File: src/rtl/cq_pkg.sv
package cq_pkg;

   typedef struct packed {
      logic occ;
      logic done;
      logic exc;
      logic dst;
   } cq_flags_t;

   // advance a ring position by step (step never exceeds depth)
   function automatic int unsigned ring_add(int unsigned base, int unsigned step,
                                            int unsigned depth);
      int unsigned s;
      s = base + step;
      return (s >= depth) ? s - depth : s;
   endfunction

   // distance walked from position 'from' forward to position 'to'
   function automatic int unsigned ring_dist(int unsigned from, int unsigned to,
                                             int unsigned depth);
      return (to >= from) ? to - from : to + depth - from;
   endfunction

endpackage

File: src/rtl/cq_store.sv
module cq_store #(
   parameter int DEPTH  = 6,
   parameter int ARCH_W = 5,
   parameter int TAG_W  = 3,
   parameter int IDX_W  = 3
) (
   input  logic                             clk,
   input  logic                             rst_n,
   input  logic                             wr_en,
   input  logic [IDX_W-1:0]                 wr_idx,
   input  logic [ARCH_W-1:0]                wr_arch,
   input  logic [TAG_W-1:0]                 wr_tag,
   input  logic                             wr_dst,
   input  logic                             fin_en,
   input  logic [IDX_W-1:0]                 fin_idx,
   input  logic                             fin_exc,
   input  logic [DEPTH-1:0]                 clr,
   output logic [DEPTH-1:0]                 occ,
   output logic [DEPTH-1:0]                 done,
   output logic [DEPTH-1:0]                 exc,
   output logic [DEPTH-1:0]                 dst,
   output logic [DEPTH-1:0][ARCH_W-1:0]     arch,
   output logic [DEPTH-1:0][TAG_W-1:0]      tag
);

   for (genvar i = 0; i < DEPTH; i++) begin : g_ent
      cq_pkg::cq_flags_t   f_q;
      logic [ARCH_W-1:0]   arch_q;
      logic [TAG_W-1:0]    tag_q;
      logic                hit_wr;
      logic                hit_fin;

      assign hit_wr  = wr_en  && (wr_idx  == IDX_W'(i));
      assign hit_fin = fin_en && (fin_idx == IDX_W'(i)) && f_q.occ;

      always_ff @(posedge clk or negedge rst_n) begin
         if (!rst_n) begin
            f_q    <= '0;
            arch_q <= '0;
            tag_q  <= '0;
         end else if (clr[i]) begin
            f_q.occ  <= 1'b0;
            f_q.done <= 1'b0;
            f_q.exc  <= 1'b0;
         end else if (hit_wr) begin
            f_q.occ  <= 1'b1;
            f_q.done <= 1'b0;
            f_q.exc  <= 1'b0;
            f_q.dst  <= wr_dst;
            arch_q   <= wr_arch;
            tag_q    <= wr_tag;
         end else if (hit_fin) begin
            f_q.done <= 1'b1;
            f_q.exc  <= fin_exc;
         end
      end

      assign occ[i]  = f_q.occ;
      assign done[i] = f_q.done;
      assign exc[i]  = f_q.exc;
      assign dst[i]  = f_q.dst;
      assign arch[i] = arch_q;
      assign tag[i]  = tag_q;
   end

endmodule

File: src/rtl/cq_retire_sel.sv
module cq_retire_sel #(
   parameter int DEPTH    = 6,
   parameter int RETIRE_W = 2,
   parameter int IDX_W    = 3,
   parameter int CNT_W    = 3
) (
   input  logic [IDX_W-1:0]                  head,
   input  logic [DEPTH-1:0]                  occ,
   input  logic [DEPTH-1:0]                  done,
   input  logic [DEPTH-1:0]                  exc,
   input  logic [DEPTH-1:0]                  squash,
   output logic [RETIRE_W-1:0]               go,
   output logic [RETIRE_W-1:0][IDX_W-1:0]    slot_idx,
   output logic                              exc_hit,
   output logic [CNT_W-1:0]                  n_ret
);

   logic [RETIRE_W-1:0] ok;

   for (genvar k = 0; k < RETIRE_W; k++) begin : g_lane
      assign slot_idx[k] = IDX_W'(cq_pkg::ring_add(int'(head), k, DEPTH));
      assign ok[k] = occ[slot_idx[k]] & done[slot_idx[k]] &
                     ~exc[slot_idx[k]] & ~squash[slot_idx[k]];
      if (k == 0) begin : g_first
         assign go[k] = ok[k];
      end else begin : g_chain
         assign go[k] = go[k-1] & ok[k];
      end
   end

   assign exc_hit = occ[head] & done[head] & exc[head];

   always_comb begin
      n_ret = '0;
      for (int k = 0; k < RETIRE_W; k++) begin
         if (go[k]) n_ret = n_ret + CNT_W'(1);
      end
   end

endmodule

File: src/rtl/cq_flush_ctl.sv
module cq_flush_ctl #(
   parameter int DEPTH   = 6,
   parameter int IDX_W   = 3,
   parameter int TAG_W   = 3,
   parameter int REN_NUM = 6,
   parameter int CNT_W   = 3
) (
   input  logic [IDX_W-1:0]              head,
   input  logic [DEPTH-1:0]              occ,
   input  logic [DEPTH-1:0]              dst,
   input  logic [DEPTH-1:0][TAG_W-1:0]   tag,
   input  logic                          exc_hit,
   input  logic                          br_valid,
   input  logic                          br_mispredict,
   input  logic [IDX_W-1:0]              br_idx,
   output logic [DEPTH-1:0]              squash,
   output logic                          br_flush,
   output logic                          flush_any,
   output logic [IDX_W-1:0]              new_tail,
   output logic [CNT_W-1:0]              keep_cnt,
   output logic [REN_NUM-1:0]            release_mask
);

   logic        br_in_range;
   int unsigned br_age;

   assign br_in_range = (br_idx < IDX_W'(DEPTH));
   assign br_flush    = br_valid & br_mispredict & br_in_range & occ[br_idx] & ~exc_hit;
   assign flush_any   = br_flush | exc_hit;
   assign br_age      = cq_pkg::ring_dist(int'(head), int'(br_idx), DEPTH);

   for (genvar i = 0; i < DEPTH; i++) begin : g_sq
      int unsigned age;
      assign age       = cq_pkg::ring_dist(int'(head), i, DEPTH);
      assign squash[i] = occ[i] & (exc_hit | (br_flush & (age > br_age)));
   end

   always_comb begin
      if (exc_hit) begin
         new_tail = head;
         keep_cnt = '0;
      end else begin
         new_tail = IDX_W'(cq_pkg::ring_add(int'(br_idx), 1, DEPTH));
         keep_cnt = CNT_W'(br_age + 1);
      end
   end

   always_comb begin
      release_mask = '0;
      for (int j = 0; j < REN_NUM; j++) begin
         for (int i = 0; i < DEPTH; i++) begin
            if (squash[i] && dst[i] && (tag[i] == TAG_W'(j))) release_mask[j] = 1'b1;
         end
      end
   end

endmodule

File: src/rtl/retire_queue.sv
module retire_queue #(
   parameter int DEPTH    = 6,
   parameter int RETIRE_W = 2,
   parameter int ARCH_W   = 5,
   parameter int REN_NUM  = 6,
   localparam int IDX_W   = $clog2(DEPTH),
   localparam int TAG_W   = $clog2(REN_NUM),
   localparam int CNT_W   = $clog2(DEPTH + 1)
) (
   input  logic                         clk,
   input  logic                         rst_n,
   input  logic                         alloc_valid,
   input  logic [ARCH_W-1:0]            alloc_arch,
   input  logic [TAG_W-1:0]             alloc_tag,
   input  logic                         alloc_dst_en,
   output logic [IDX_W-1:0]             alloc_slot,
   input  logic                         fin_valid,
   input  logic [IDX_W-1:0]             fin_slot,
   input  logic                         fin_exc,
   input  logic                         br_valid,
   input  logic [IDX_W-1:0]             br_slot,
   input  logic                         br_mispredict,
   output logic [RETIRE_W-1:0]          commit_valid,
   output logic [RETIRE_W*ARCH_W-1:0]   commit_arch,
   output logic [RETIRE_W*TAG_W-1:0]    commit_tag,
   output logic [RETIRE_W-1:0]          commit_dst_en,
   output logic                         exc_raise,
   output logic [REN_NUM-1:0]           release_mask,
   output logic [CNT_W-1:0]             free_count
);

   // elaboration-time parameter checks
   if (DEPTH < 2) begin : g_bad_depth
      $error("retire_queue: DEPTH must be at least 2");
   end
   if (RETIRE_W < 1 || RETIRE_W > DEPTH) begin : g_bad_width
      $error("retire_queue: RETIRE_W must lie in 1..DEPTH");
   end
   if (REN_NUM < 2) begin : g_bad_ren
      $error("retire_queue: REN_NUM must be at least 2");
   end
   if (ARCH_W < 1) begin : g_bad_arch
      $error("retire_queue: ARCH_W must be positive");
   end

   logic [IDX_W-1:0]                 head_q, tail_q;
   logic [CNT_W-1:0]                 count_q;
   logic [DEPTH-1:0]                 occ, done, exc, dst, squash, clr;
   logic [DEPTH-1:0][ARCH_W-1:0]     arch;
   logic [DEPTH-1:0][TAG_W-1:0]      tag;
   logic [RETIRE_W-1:0]              go;
   logic [RETIRE_W-1:0][IDX_W-1:0]   slot_idx;
   logic                             exc_hit, br_flush, flush_any, alloc_go;
   logic [CNT_W-1:0]                 n_ret, keep_cnt;
   logic [IDX_W-1:0]                 new_tail;

   assign alloc_go = alloc_valid & (count_q != CNT_W'(DEPTH)) & ~flush_any;

   cq_store #(
      .DEPTH(DEPTH), .ARCH_W(ARCH_W), .TAG_W(TAG_W), .IDX_W(IDX_W)
   ) u_store (
      .clk(clk), .rst_n(rst_n),
      .wr_en(alloc_go), .wr_idx(tail_q), .wr_arch(alloc_arch),
      .wr_tag(alloc_tag), .wr_dst(alloc_dst_en),
      .fin_en(fin_valid), .fin_idx(fin_slot), .fin_exc(fin_exc),
      .clr(clr),
      .occ(occ), .done(done), .exc(exc), .dst(dst), .arch(arch), .tag(tag)
   );

   cq_retire_sel #(
      .DEPTH(DEPTH), .RETIRE_W(RETIRE_W), .IDX_W(IDX_W), .CNT_W(CNT_W)
   ) u_sel (
      .head(head_q), .occ(occ), .done(done), .exc(exc), .squash(squash),
      .go(go), .slot_idx(slot_idx), .exc_hit(exc_hit), .n_ret(n_ret)
   );

   cq_flush_ctl #(
      .DEPTH(DEPTH), .IDX_W(IDX_W), .TAG_W(TAG_W), .REN_NUM(REN_NUM), .CNT_W(CNT_W)
   ) u_flush (
      .head(head_q), .occ(occ), .dst(dst), .tag(tag),
      .exc_hit(exc_hit), .br_valid(br_valid), .br_mispredict(br_mispredict),
      .br_idx(br_slot),
      .squash(squash), .br_flush(br_flush), .flush_any(flush_any),
      .new_tail(new_tail), .keep_cnt(keep_cnt), .release_mask(release_mask)
   );

   // slots leaving the queue this cycle: retired lanes plus squashed entries
   always_comb begin
      clr = squash;
      for (int k = 0; k < RETIRE_W; k++) begin
         if (go[k]) clr[slot_idx[k]] = 1'b1;
      end
   end

   always_ff @(posedge clk or negedge rst_n) begin
      if (!rst_n) begin
         head_q  <= '0;
         tail_q  <= '0;
         count_q <= '0;
      end else begin
         head_q <= IDX_W'(cq_pkg::ring_add(int'(head_q), int'(n_ret), DEPTH));
         if (flush_any) begin
            tail_q  <= new_tail;
            count_q <= keep_cnt - n_ret;
         end else begin
            tail_q  <= IDX_W'(cq_pkg::ring_add(int'(tail_q), int'(alloc_go), DEPTH));
            count_q <= count_q + CNT_W'(alloc_go) - n_ret;
         end
      end
   end

   for (genvar k = 0; k < RETIRE_W; k++) begin : g_out
      assign commit_valid[k]                   = go[k];
      assign commit_arch[k*ARCH_W +: ARCH_W]   = arch[slot_idx[k]];
      assign commit_tag[k*TAG_W +: TAG_W]      = tag[slot_idx[k]];
      assign commit_dst_en[k]                  = dst[slot_idx[k]];
   end

   assign exc_raise  = exc_hit;
   assign alloc_slot = tail_q;
   assign free_count = CNT_W'(DEPTH) - count_q;

endmodule

File: config.mk
export PLATFORM = sky130hd
export DESIGN_NAME = retire_queue
export DESIGN_NICKNAME = d
export VERILOG_FILES = /design/src/rtl/cq_pkg.sv /design/src/rtl/cq_store.sv /design/src/rtl/cq_retire_sel.sv /design/src/rtl/cq_flush_ctl.sv /design/src/rtl/retire_queue.sv
export SDC_FILE = /design/constraint.sdc
export NUM_CORES = 1
export LEC_CHECK = 0
export BUFFER_PORTS_ARGS = -buffer_cell sky130_fd_sc_hd__buf_2
export CORE_UTILIZATION = 55
export CTS_CLUSTER_DIAMETER = 60
export DETAILED_ROUTE_END_ITERATION = 12
export GPL_ROUTABILITY_DRIVEN = 0
export HOLD_SLACK_MARGIN = 0.05
export PLACE_DENSITY_LB_ADDON = 0.15
export SYNTH_ARGS = -nofsm -noshare
export SYNTH_HDL_FRONTEND = slang
export SYNTH_HIERARCHICAL = 1
export SYNTH_SLANG_ARGS = --single-unit
File: constraint.sdc
create_clock -name clk -period 16.75 [get_ports clk]
set_input_delay 3.35 -clock clk [delete_from_list [all_inputs] [get_ports clk]]
set_output_delay 3.35 -clock clk [all_outputs]
set_load 0.02 [all_outputs]
Word-level counts from Yosys, hierarchy flattened
Cells that the tools add are included.

word-level totals
  flip-flop bits (word level) = 81
  input bits = 22
  output and inout port bits = 33
  logic and storage cells = 391

cells by class
  add/sub/neg operators = 30
  magnitude comparators = 25
  equal/unequal tests = 41
  mux-type cells = 120
  bitwise logic cells = 48
  reduce and logical (&&, ||, !) cells = 88

operator list
  cell                                                               number
  2-to-1 mux 32 bit                                                  7
  greater-than comparator 32 bit                                     6
  logical AND 1 bit                                                  62
  2-to-1 mux 1 bit                                                   59
  2-to-1 mux 3 bit                                                   18
  equality test 3 x 2 -> 1 bit, second input constant                16
  equality test 3 bit, second input constant                         16
  binary-select mux 1 bit (select 3 bit)                             14
  subtractor 32 x 3 -> 32 bit                                        1
  binary-select mux 5 bit (select 3 bit)                             2
  AND 1 bit                                                          27
  equality test 3 x 1 -> 1 bit, second input constant                8
  logical NOT 3 bit                                                  8
  2-to-1 mux 2 bit                                                   12
  subtractor 4 x 3 -> 5 bit, first input constant                    4
  binary-select mux 3 bit (select 3 bit)                             2
  nonzero test 3 bit                                                 6
  greater-or-equal comparator 4 x 3 -> 1 bit, second input constant  4
  < comparator 3 x 4 -> 1 bit, second input constant                 4
  subtractor 3 x 3 -> 4 bit, first input constant                    4
  subtractor 3 bit, second input constant                            5
  2-to-1 mux 6 bit                                                   2
  NOT 1 bit                                                          12
  bitwise OR 6 bit                                                   2
  other kinds (25)                                                   51

Longest topological paths before layout
Gate-level depths: netlist of run 1.

  depth after elaboration = 19
  depth in mapped cells = 27
  gate-level depth less buffers = 27

Modules after synthesis
Netlist of run 1, hierarchy kept.

modules (own cells, without submodules)
  module         instances  cells each  area each (um^2)  seq. area each (um^2)
  cq_store       1          200         3103.0            1801.7
  cq_flush_ctl   1          337         2461.1            0.0
  retire_queue   1          191         1747.9            225.2
  cq_retire_sel  1          69          500.5             0.0

Worst setup path before layout of run 1
No wires, ideal clock.

  kind = input-to-output
  start point = input port br_slot[0]
  end point = output port commit_valid[1]
  arrival = 8.470 ns
  required time = 13.400 ns
  slack = 4.930 ns
  stages = 20
  buffers on the path = 0
  cells stage by stage = inv_1 ha_1 fa_1 fa_1 inv_1 nor2_1 a211oi_1 a31oi_1 ha_1 a21o_1 a211oi_1 o211ai_1 a211oi_1 a311oi_4 and2_1 or3_1 o31ai_1 a21oi_1 nor3_1 nor3b_2

between the ends
  cells in the longest elaborated chain, start to end = 12
  elaborated cells between the ends (all ways) = 44
  classes of those cells = add/sub: 3; order compare: 8; mux: 7; bitwise: 26

ends and longest elaborated chain
  element                                                             line                                    source
  start: declaration                                                  retire_queue.sv:21                      input logic [IDX_W-1:0] br_slot,
  adder 3 x 3 -> 4 bit (tied with other cells)                        cq_pkg.sv:21                            return (to >= from) ? to - from : to + depth - from;
  subtractor 32 x 3 -> 32 bit (tied with other cells)                 cq_pkg.sv:21
  2-to-1 mux 32 bit / AND 1 bit (equally long branches)               cq_pkg.sv:21, cq_flush_ctl.sv:28
  greater-than comparator 32 bit / AND 1 bit (equally long branches)  cq_flush_ctl.sv:35, cq_flush_ctl.sv:28
  AND 1 bit (*)                                                       cq_flush_ctl.sv:35                      assign squash[i] = occ[i] & (exc_hit | (br_flush & (age > br_age)));
  bitwise OR 1 bit (*)                                                cq_flush_ctl.sv:35
  AND 1 bit (*)                                                       cq_flush_ctl.sv:35
  net squash[4]                                                       retire_queue.sv:48                      logic [DEPTH-1:0] occ, done, exc, dst, squash, clr;
  binary-select mux 1 bit (select 3 bit) (*)                          cq_retire_sel.sv:23                     ~exc[slot_idx[k]] & ~squash[slot_idx[k]];
  2-to-1 mux 1 bit (not written as such) (*)                          cq_retire_sel.sv:23
  NOT 1 bit (*)                                                       cq_retire_sel.sv:23
  AND 1 bit (*)                                                       cq_retire_sel.sv:23
  net commit_valid[0]                                                 retire_queue.sv:23                      output logic [RETIRE_W-1:0] commit_valid,
  AND 1 bit (*)                                                       cq_retire_sel.sv:27                     assign go[k] = go[k-1] & ok[k];
  end: declaration                                                    retire_queue.sv:23

Mark *: on every way through the listed nets, which the timed path passes. The rest lies on a longest branch. The select of a mux whose other input is x is not followed.

Final worst setup path of run 1
  start point = input port br_slot[0]
  end point = output port commit_valid[1]

between the ends
  cells in the longest elaborated chain, start to end = 12
  elaborated cells between the ends (all ways) = 44
  classes of those cells = add/sub: 3; order compare: 8; mux: 7; bitwise: 26

ends and longest elaborated chain
  element                                                             line
  adder 3 x 3 -> 4 bit (tied with other cells)                        cq_pkg.sv:21
  subtractor 32 x 3 -> 32 bit (tied with other cells)                 cq_pkg.sv:21
  2-to-1 mux 32 bit / AND 1 bit (equally long branches)               cq_pkg.sv:21, cq_flush_ctl.sv:28
  greater-than comparator 32 bit / AND 1 bit (equally long branches)  cq_flush_ctl.sv:35, cq_flush_ctl.sv:28
  AND 1 bit (*)                                                       cq_flush_ctl.sv:35
  bitwise OR 1 bit (*)                                                cq_flush_ctl.sv:35
  AND 1 bit (*)                                                       cq_flush_ctl.sv:35
  net squash[4]                                                       retire_queue.sv:48
  binary-select mux 1 bit (select 3 bit)                              cq_retire_sel.sv:23
  2-to-1 mux 1 bit (not written as such)                              cq_retire_sel.sv:23
  NOT 1 bit                                                           cq_retire_sel.sv:23
  AND 1 bit                                                           cq_retire_sel.sv:23
  AND 1 bit (*)                                                       cq_retire_sel.sv:27

Marked as above.

==> metrics, run 1 <==
Worst R2R Path Depth=25; critical path's most frequent cell=a211oi_1; DRT Pass-1 Iters=5; Clock Skew=0.00608 ns; Clk Latency, worst-skew pair=0.35 ns; endpoints failing hold=0; gr usage total=29.6%; Reg2Reg Setup Slack=8.90 ns; RSZ-0062 raised after global routing=no; Avg Cell Area, Syn=9.81 um^2; commonest non-fill, non-tap cells in the layout=81 x dfrtp_1, 70 x ha_1, 53 x buf_2, 51 x mux2_4, 50 x inv_1; Core Region=13,900 um^2; layout cells sized above 1=23.7%; die height=121 um; synthesized area=7810 um^2; Final setup viols=0; worst r2r dst=count_q[2]; most common cell after layout, fill and taps aside=dfrtp_1; antenna violations before repair=0; CP startpoint=br_slot[0]; vias per cell=6.59; antenna cells=0; total grt overflow=0; Avg WL per Cell=20.6 um; CTS Buf Count=9; Slew headroom=27.2%; clk root buf=clkbuf_16; Worst EP arrival=9.24 ns; num rows=43; cells along the critical path=buf_2, inv_1, ha_1, fa_1, fa_1, inv_1, nor2_1, a211oi_1, a31oi_1, ha_1, a21o_1, a211oi_1, o211ai_1, a211oi_1, a311oi_4, and2_1, or3_1, o31ai_1, a21oi_1, nor3_1, nor3b_2, buf_4, buf_2; drt drc=0; Synthesized Nets=894; Nets=930; Worst Setup EP=commit_valid[1]; H-tree depth=3; drt first-iter violations=578; CTS tree=built; clk slew on worst S/H paths=0.06 ns; Die X=121 um; vias in the first global route=6,472; CP top delay family=compound AO/OA/AOI/OAI gates; Clock Sinks=81; TNS Setup=0 ns; Final Max Slew Viols=0; period utilization=75.1%; critical-path maximum fanout=9; CP max stage delay=0.62 ns; Synth Instances=796; CP endpoint kind=primary output; Top Ports=55; input/output buffers=54; die area=14,700 um^2; hold_buf cts=0; placed insts=1,001; crit path kind=in2out; Finished Layout Cells=1,017; Crit path buffers/inverters=5; Initial Util=56.3%; reg-to-reg startpoint=head_q[2]; Yosys warning total=6; area grow syn2layout=7.56%; status=finished clean; CP Launch Type=input pin; hold crit path type=reg2reg; clk buf depth=2; DP HPWL=15,100 um; via count=6,705; first-pass GRT wire length=33,700 um; post-cts sizing count=0; Slew @ Worst Pin=1.09 ns; Final Critical Period=12.59 ns; Achievable Freq=79.4 MHz; setup repair bufs after CTS=0; CP Depth=23; max-cap violations=0; Post-DRT Antenna Nets=0; total routed wirelength=20,900 um; largest net degree at the start of global routing=82; CP max-delay cell=nor3_1; Data required, critical path=13.40 ns
-- state kept, by name, summed over array words and instances, names as in the netlist --
register	cells
u_store/dst	6
u_store/done	6
count_q	3
u_store/g_ent.arch_q	30
alloc_slot	3
head_q	3
u_store/occ	6
u_store/exc	6
u_store/g_ent.tag_q	18
-- layer usage --
metal	global-route usage (%)	share of wire, %	routed length (um)
met4	11.5	2.9	614
met3	4.04	5.9	1230
met2	46.1	46	9540
met1	41.3	46	9560
met5	0	0	0
-- through the flow --
stage               utilization (%)  setup WS, ns  instance area, um^2  hold WS [ns]
finish                         60.5          4.16                 8400         0.528
global route                   60.5          3.89                 8400         0.543
CTS                            60.5          4.35                 8400         0.530
detailed placement             58.5          4.37                 8120         0.516
global placement               58.5          4.72                 8120         0.500
floorplan                         -          4.93                 7810         0.488
-- area by class of cell --
cell class	count	area (um^2)
flip-flops and latches	81	2030
clock buffers	11	243
well taps	180	225
inverters	54	208
clock inverters	5	37.5
multi-input cells	626	5340
fillers	1173	5480
repair buffers	60	318
-- worst min path at each step --
| stage | depth (start not counted) | startpoint | to |
|---|---|---|---|
| 5_1_grt | 1 | u_store/g_ent[0].arch_q[4] | u_store/g_ent[0].arch_q[4] |
| 3_5_place_dp | 1 | u_store/g_ent[0].arch_q[4] | u_store/g_ent[0].arch_q[4] |
| 3_3_place_gp | 1 | u_store/g_ent[0].arch_q[4] | u_store/g_ent[0].arch_q[4] |
| 2_1_floorplan | 1 | u_store/g_ent[0].arch_q[4] | u_store/g_ent[0].arch_q[4] |
| 6_report | 1 | u_store/g_ent[0].arch_q[0] | u_store/g_ent[0].arch_q[0] |
| 4_1_cts | 1 | u_store/g_ent[0].arch_q[4] | u_store/g_ent[0].arch_q[4] |
Power of run 1 is left out: the tool's default activity adds up to more than one toggle a clock period on the data nets, which glitch-free logic cannot reach.
==> run 2: changes to the inputs <==
==> constraint.sdc (replaced) <==
create_clock -name clk -period 11.6 [get_ports clk]
set_input_delay 2.32 -clock clk [delete_from_list [all_inputs] [get_ports clk]]
set_output_delay 2.32 -clock clk [all_outputs]
set_load 0.02 [all_outputs]
==> run 2 against run 1 <==
Global-route usage hardly changed. Sequential cell count stayed put. Final cell count stayed put. Highest routed layer unchanged.
==> metrics, run 2 (synthesis gave the netlist of run 1 again) <==
status=finished clean; total routed wirelength=21,100 um (+0.55%); Final Critical Period=10.28 ns; largest reg by FF count=u_store/g_ent.arch_q; CTS Buf Count=9 (unchanged); CTS tree=built; Post-Place Cell Area=8120 um^2 (unchanged); Final setup viols=0 (unchanged); cells along the critical path=buf_2, inv_1, ha_1, fa_1, fa_1, inv_1, nor2_1, a211oi_1, a31oi_1, ha_1, a21o_1, a211oi_1, o211ai_1, a211oi_1, a311oi_4, and2_1, or3_1, o31ai_1, a21oi_1, nor3_1, nor3b_2, buf_2; first-pass GRT wire length=33,800 um (+0.12%); DRT Pass-1 Iters=7 (+2); Top Ports=55 (unchanged); gr usage total=29.6% (+0.044 points); hold path cells=1 (unchanged); commonest non-fill, non-tap cells in the layout=81 x dfrtp_1, 70 x ha_1, 53 x buf_2, 51 x mux2_4, 50 x inv_1; Post-DRT Antenna Nets=0 (unchanged); vias in the first global route=6,584 (+1.7%); Reg2Reg Setup Slack=3.86 ns (-5.04 ns); endpoints failing hold=0 (unchanged); CP Launch Type=input pin; Core Region=13,900 um^2 (unchanged); TNS Setup=0 ns (unchanged); post-cts sizing count=0 (unchanged); reg-to-reg startpoint=head_q[2]; worst r2r dst=count_q[2]; Worst R2R Path Depth=25 (unchanged); die height=121 um (unchanged); clk slew on worst S/H paths=0.07 ns (about the same); hold crit path type=reg2reg; Avg WL per Cell=20.7 um (+0.55%); Data required, critical path=9.28 ns (-4.12 ns); Finished Layout Cells=1,017 (unchanged); fin area=8440 um^2 (+0.46%); period utilization=88.6%; largest net degree at the start of global routing=82 (unchanged); CP startpoint=br_slot[0]; CP top delay family=compound AO/OA/AOI/OAI gates; Crit path buffers/inverters=4 (-1); H-tree depth=3 (unchanged); drt drc=0 (unchanged); DP HPWL=15,100 um (-0.38%); critical-path maximum fanout=8 (-1); Achievable Freq=97.3 MHz; antenna violations before repair=0 (unchanged); clk buf depth=2 (unchanged); max FFs per register=30 (unchanged); clk root buf=clkbuf_16; Die X=121 um (unchanged); CP endpoint kind=primary output; drt first-iter violations=611 (+5.7%); RSZ-0062 raised after global routing=no; die area=14,700 um^2 (unchanged); layout cells sized above 1=23.7% (unchanged); num rows=43 (unchanged); via count=6,601 (-1.6%); hold endpoint=u_store/g_ent[0].arch_q[1]; Clock Skew=0.0113 ns (+0.00520 ns); vias per cell=6.49 (-1.6%); total grt overflow=0 (unchanged); antenna cells=0 (unchanged); Slew @ Worst Pin=1.14 ns (+0.0464 ns); area grow syn2layout=8.06%; CP max-delay cell=nor3_1; most common cell after layout, fill and taps aside=dfrtp_1; crit path kind=in2out; hold_buf cts=0 (unchanged); input/output buffers=54 (unchanged); Largest regs=u_store/g_ent.arch_q (30), u_store/g_ent.tag_q (18); CP max stage delay=0.54 ns (-0.08 ns); Clock Sinks=81 (unchanged); Final Max Slew Viols=0 (unchanged); Worst EP arrival=7.96 ns (-1.28 ns); critical path's most frequent cell=a211oi_1; setup repair bufs after CTS=0 (unchanged); Hold Startpoint=u_store/g_ent[0].arch_q[1]; placed insts=1,001 (unchanged); Nets=930 (unchanged); Clk Latency, worst-skew pair=0.35 ns (about the same); Initial Util=56.3% (unchanged); max-cap violations=0 (unchanged); Slew headroom=24.1% (-3.1 points)
-- run 2: layer usage --
layer  wire (um)  track usage (%)
met1        9610             41.1
met2        9730             47.4
met3        1350             4.18
met4         370             9.65
met5           0                0
-- run 2: final cells by class --
class	instances	area, um^2
sequential	81	2030
multi-input combinational	626	5340
tap	180	225
clock inverter	6	90.1
timing repair buffer	60	318
inverter	54	208
fill	1156	5440
clock buffer	10	229
-- run 2: worst max-delay path by stage --
stage | to | cells past startpoint
finish | commit_valid[1] | 22
global route | commit_valid[1] | 22
CTS | commit_valid[1] | 22
detailed placement | commit_valid[1] | 22
global placement | commit_valid[1] | 22
floorplan | commit_valid[1] | 20
-- run 2: per-stage QoR --
stage | utilization (%) | hold slack [ns] | worst slack, ns
6_report | 60.8 | 0.535 | 1.32
5_1_grt | 60.8 | 0.555 | 0.849
2_1_floorplan | - | 0.488 | 1.84
3_5_place_dp | 58.5 | 0.520 | 1.40
4_1_cts | 60.8 | 0.534 | 1.38
3_3_place_gp | 58.5 | 0.502 | 1.62
Power of run 2 is left out for the same reason.
==> run 3: changes to the inputs <==
--- a/config.mk
+++ b/config.mk
@@ -11,7 +11,7 @@
 export DETAILED_ROUTE_END_ITERATION = 12
 export GPL_ROUTABILITY_DRIVEN = 0
 export HOLD_SLACK_MARGIN = 0.05
-export PLACE_DENSITY_LB_ADDON = 0.15
+export PLACE_DENSITY = 0.71
 export SYNTH_ARGS = -nofsm -noshare
 export SYNTH_HDL_FRONTEND = slang
 export SYNTH_HIERARCHICAL = 1
==> run 3 against run 2 <==
Hold slack worse by 0.0071 ns. Routed wire length increased by 0.96%. Non-clock buffer count did not move. Sequential cell count unchanged. Die area unchanged. Final cell count did not move. Via count grew 1.6%. Critical path depth grew 1. Global-route usage is 0.36 points higher. Clock skew is 0.0024 ns lower. Design area down 0.44%. Utilization decreased by 0.27 points. Critical path type unchanged. Highest routed layer unchanged.
==> metrics, run 3 (synthesis gave the netlist of run 1 again) <==
status=finished clean; first-pass GRT wire length=34,300 um (+1.7%); Top Ports=55 (unchanged); layout cells sized above 1=23.8% (+0.12 points); Data required, critical path=9.28 ns (about the same); post-cts sizing count=0 (unchanged); CP Launch Type=input pin; CP top delay family=compound AO/OA/AOI/OAI gates; largest reg by FF count=u_store/g_ent.arch_q; total routed wirelength=21,300 um (+0.96%); hold path cells=1 (unchanged); Die X=121 um (unchanged); Largest regs=u_store/g_ent.arch_q (30), u_store/g_ent.tag_q (18); max FFs per register=30 (unchanged); gr usage total=30.0% (+0.36 points); critical path's most frequent cell=a211oi_1; H-tree depth=3 (unchanged); CP endpoint kind=primary output; Final Max Slew Viols=0 (unchanged); Filler cells=1,173 (+1.5%); DP HPWL=15,300 um (+1.5%); CTS tree=built; setup repair bufs after CTS=0 (unchanged); area grow syn2layout=7.58%; RSZ-0062 raised after global routing=no; Achievable Freq=96.4 MHz (-0.91%); total grt overflow=0 (unchanged); Worst EP arrival=8.05 ns (+0.09 ns); clk buf depth=2 (unchanged); Slew @ Worst Pin=1.15 ns (+0.00869 ns); vias in the first global route=6,677 (+1.4%); Clock Sinks=81 (unchanged); cells along the critical path=buf_2, inv_1, ha_1, fa_1, fa_1, inv_1, nor2_1, a211oi_1, a31oi_1, ha_1, a21o_1, a211oi_1, o211ai_1, a211oi_1, a311oi_4, and2_1, or3_1, o31ai_1, a21oi_1, nor3_1, nor3b_2, buf_4, buf_2; antenna violations before repair=0 (unchanged); commonest non-fill, non-tap cells in the layout=81 x dfrtp_1, 70 x ha_1, 53 x buf_2, 51 x mux2_4, 50 x inv_1; hold crit path type=reg2reg; Final Critical Period=10.37 ns (+0.0939 ns); drt first-iter violations=751 (+23%); most common cell after layout, fill and taps aside=dfrtp_1; max-cap violations=0 (unchanged); CP Depth=23 (+4.5%); TNS Setup=0 ns (unchanged); die height=121 um (unchanged); period utilization=89.4% (+0.81 points); clk slew on worst S/H paths=0.07 ns (about the same); Clock Skew=0.00888 ns (-0.00240 ns); CP max-delay cell=nor3_1; via count=6,706 (+1.6%); clk root buf=clkbuf_16; DRT Pass-1 Iters=5 (-2); Clk Latency, worst-skew pair=0.35 ns (about the same); Crit path buffers/inverters=5 (+1); Worst R2R Path Depth=24 (-4.0%); Slew headroom=23.6% (-0.58 points); CP max stage delay=0.56 ns (+0.02 ns); die area=14,700 um^2 (unchanged); vias per cell=6.59 (+1.6%); input/output buffers=54 (unchanged); antenna cells=0 (unchanged); Initial Util=56.3% (unchanged); hold_buf cts=0 (unchanged); largest net degree at the start of global routing=82 (unchanged); Post-DRT Antenna Nets=0 (unchanged); endpoints failing hold=0 (unchanged); drt drc=0 (unchanged); crit path kind=in2out; CTS Buf Count=9 (unchanged); Core Region=13,900 um^2 (unchanged); Avg WL per Cell=20.9 um (+0.96%); num rows=43 (unchanged); Final setup viols=0 (unchanged); critical-path maximum fanout=9 (+1); Nets=930 (unchanged)
## run 3: per-layer routing
layer,vias to the layer above,GRT usage [%],part of all wire (%)
met3,53,5.73,7.1
met4,0,9.57,2.4
met5,-,0,0
met2,289,48.9,47
li1,3078,-,-
met1,3286,39.9,44
## run 3: worst paths after layout
path / endpoint / slack [ns] / start
setup / recovery: commit_valid[1] / 1.23 / br_slot[0]
hold / removal: u_store/g_ent[1].arch_q[3] / 0.53 / u_store/g_ent[1].arch_q[3]
setup reg to reg: u_store/dst[4] / 3.93 / head_q[2]
hold reg to reg: u_store/g_ent[1].arch_q[3] / 0.53 / u_store/g_ent[1].arch_q[3]
max in group asynchronous: head_q[2] / 8.76 / rst_n
min in group asynchronous: u_store/g_ent[1].arch_q[4] / 2.14 / rst_n
## run 3: worst reg2reg max path: stages, from the launching register on
cell and delay [ns]:
dfrtp_1 0.83, inv_1 0.47, ha_1 0.45, and3b_1 0.23
nor2_1 0.24, a211oi_1 0.14, a31oi_1 0.55, ha_1 0.36
a21o_1 0.19, a211oi_1 0.26, o211ai_1 0.14, a211oi_1 0.39
a311oi_4 0.14, and2_1 0.24, or3_1 0.31, o31ai_1 0.08
a21oi_1 0.10, nor3_1 0.56, nor3b_2 0.27, buf_4 0.20
nor3b_1 0.31, a21oi_1 0.13, o21ai_0 0.38, nor2b_4 0.24
mux2_4 0.36
## run 3: through the flow
step / instance area [um^2] / worst slack (ns) / util, % / hold slack, ns / instances
CTS: 8400 / 1.35 / 60.5 / 0.533 / 1017
global placement: 8120 / 1.64 / 58.5 / 0.504 / 1001
floorplan: 7810 / 1.84 / - / 0.488 / 796
finish: 8400 / 1.23 / 60.5 / 0.528 / 1017
global route: 8400 / 0.926 / 60.5 / 0.549 / 1017
detailed placement: 8120 / 1.37 / 58.5 / 0.516 / 1001
## run 3: final cells by class
class	count	area, um^2	share of cell area [%]
clock buffer	10	239	2.84
clock inverter	6	42.5	0.506
inverter	54	208	2.47
multi-input combinational	626	5340	63.6
sequential	81	2030	24.1
tap	180	225	2.68
timing repair buffer	60	318	3.78
Power of run 3 is left out for the same reason.
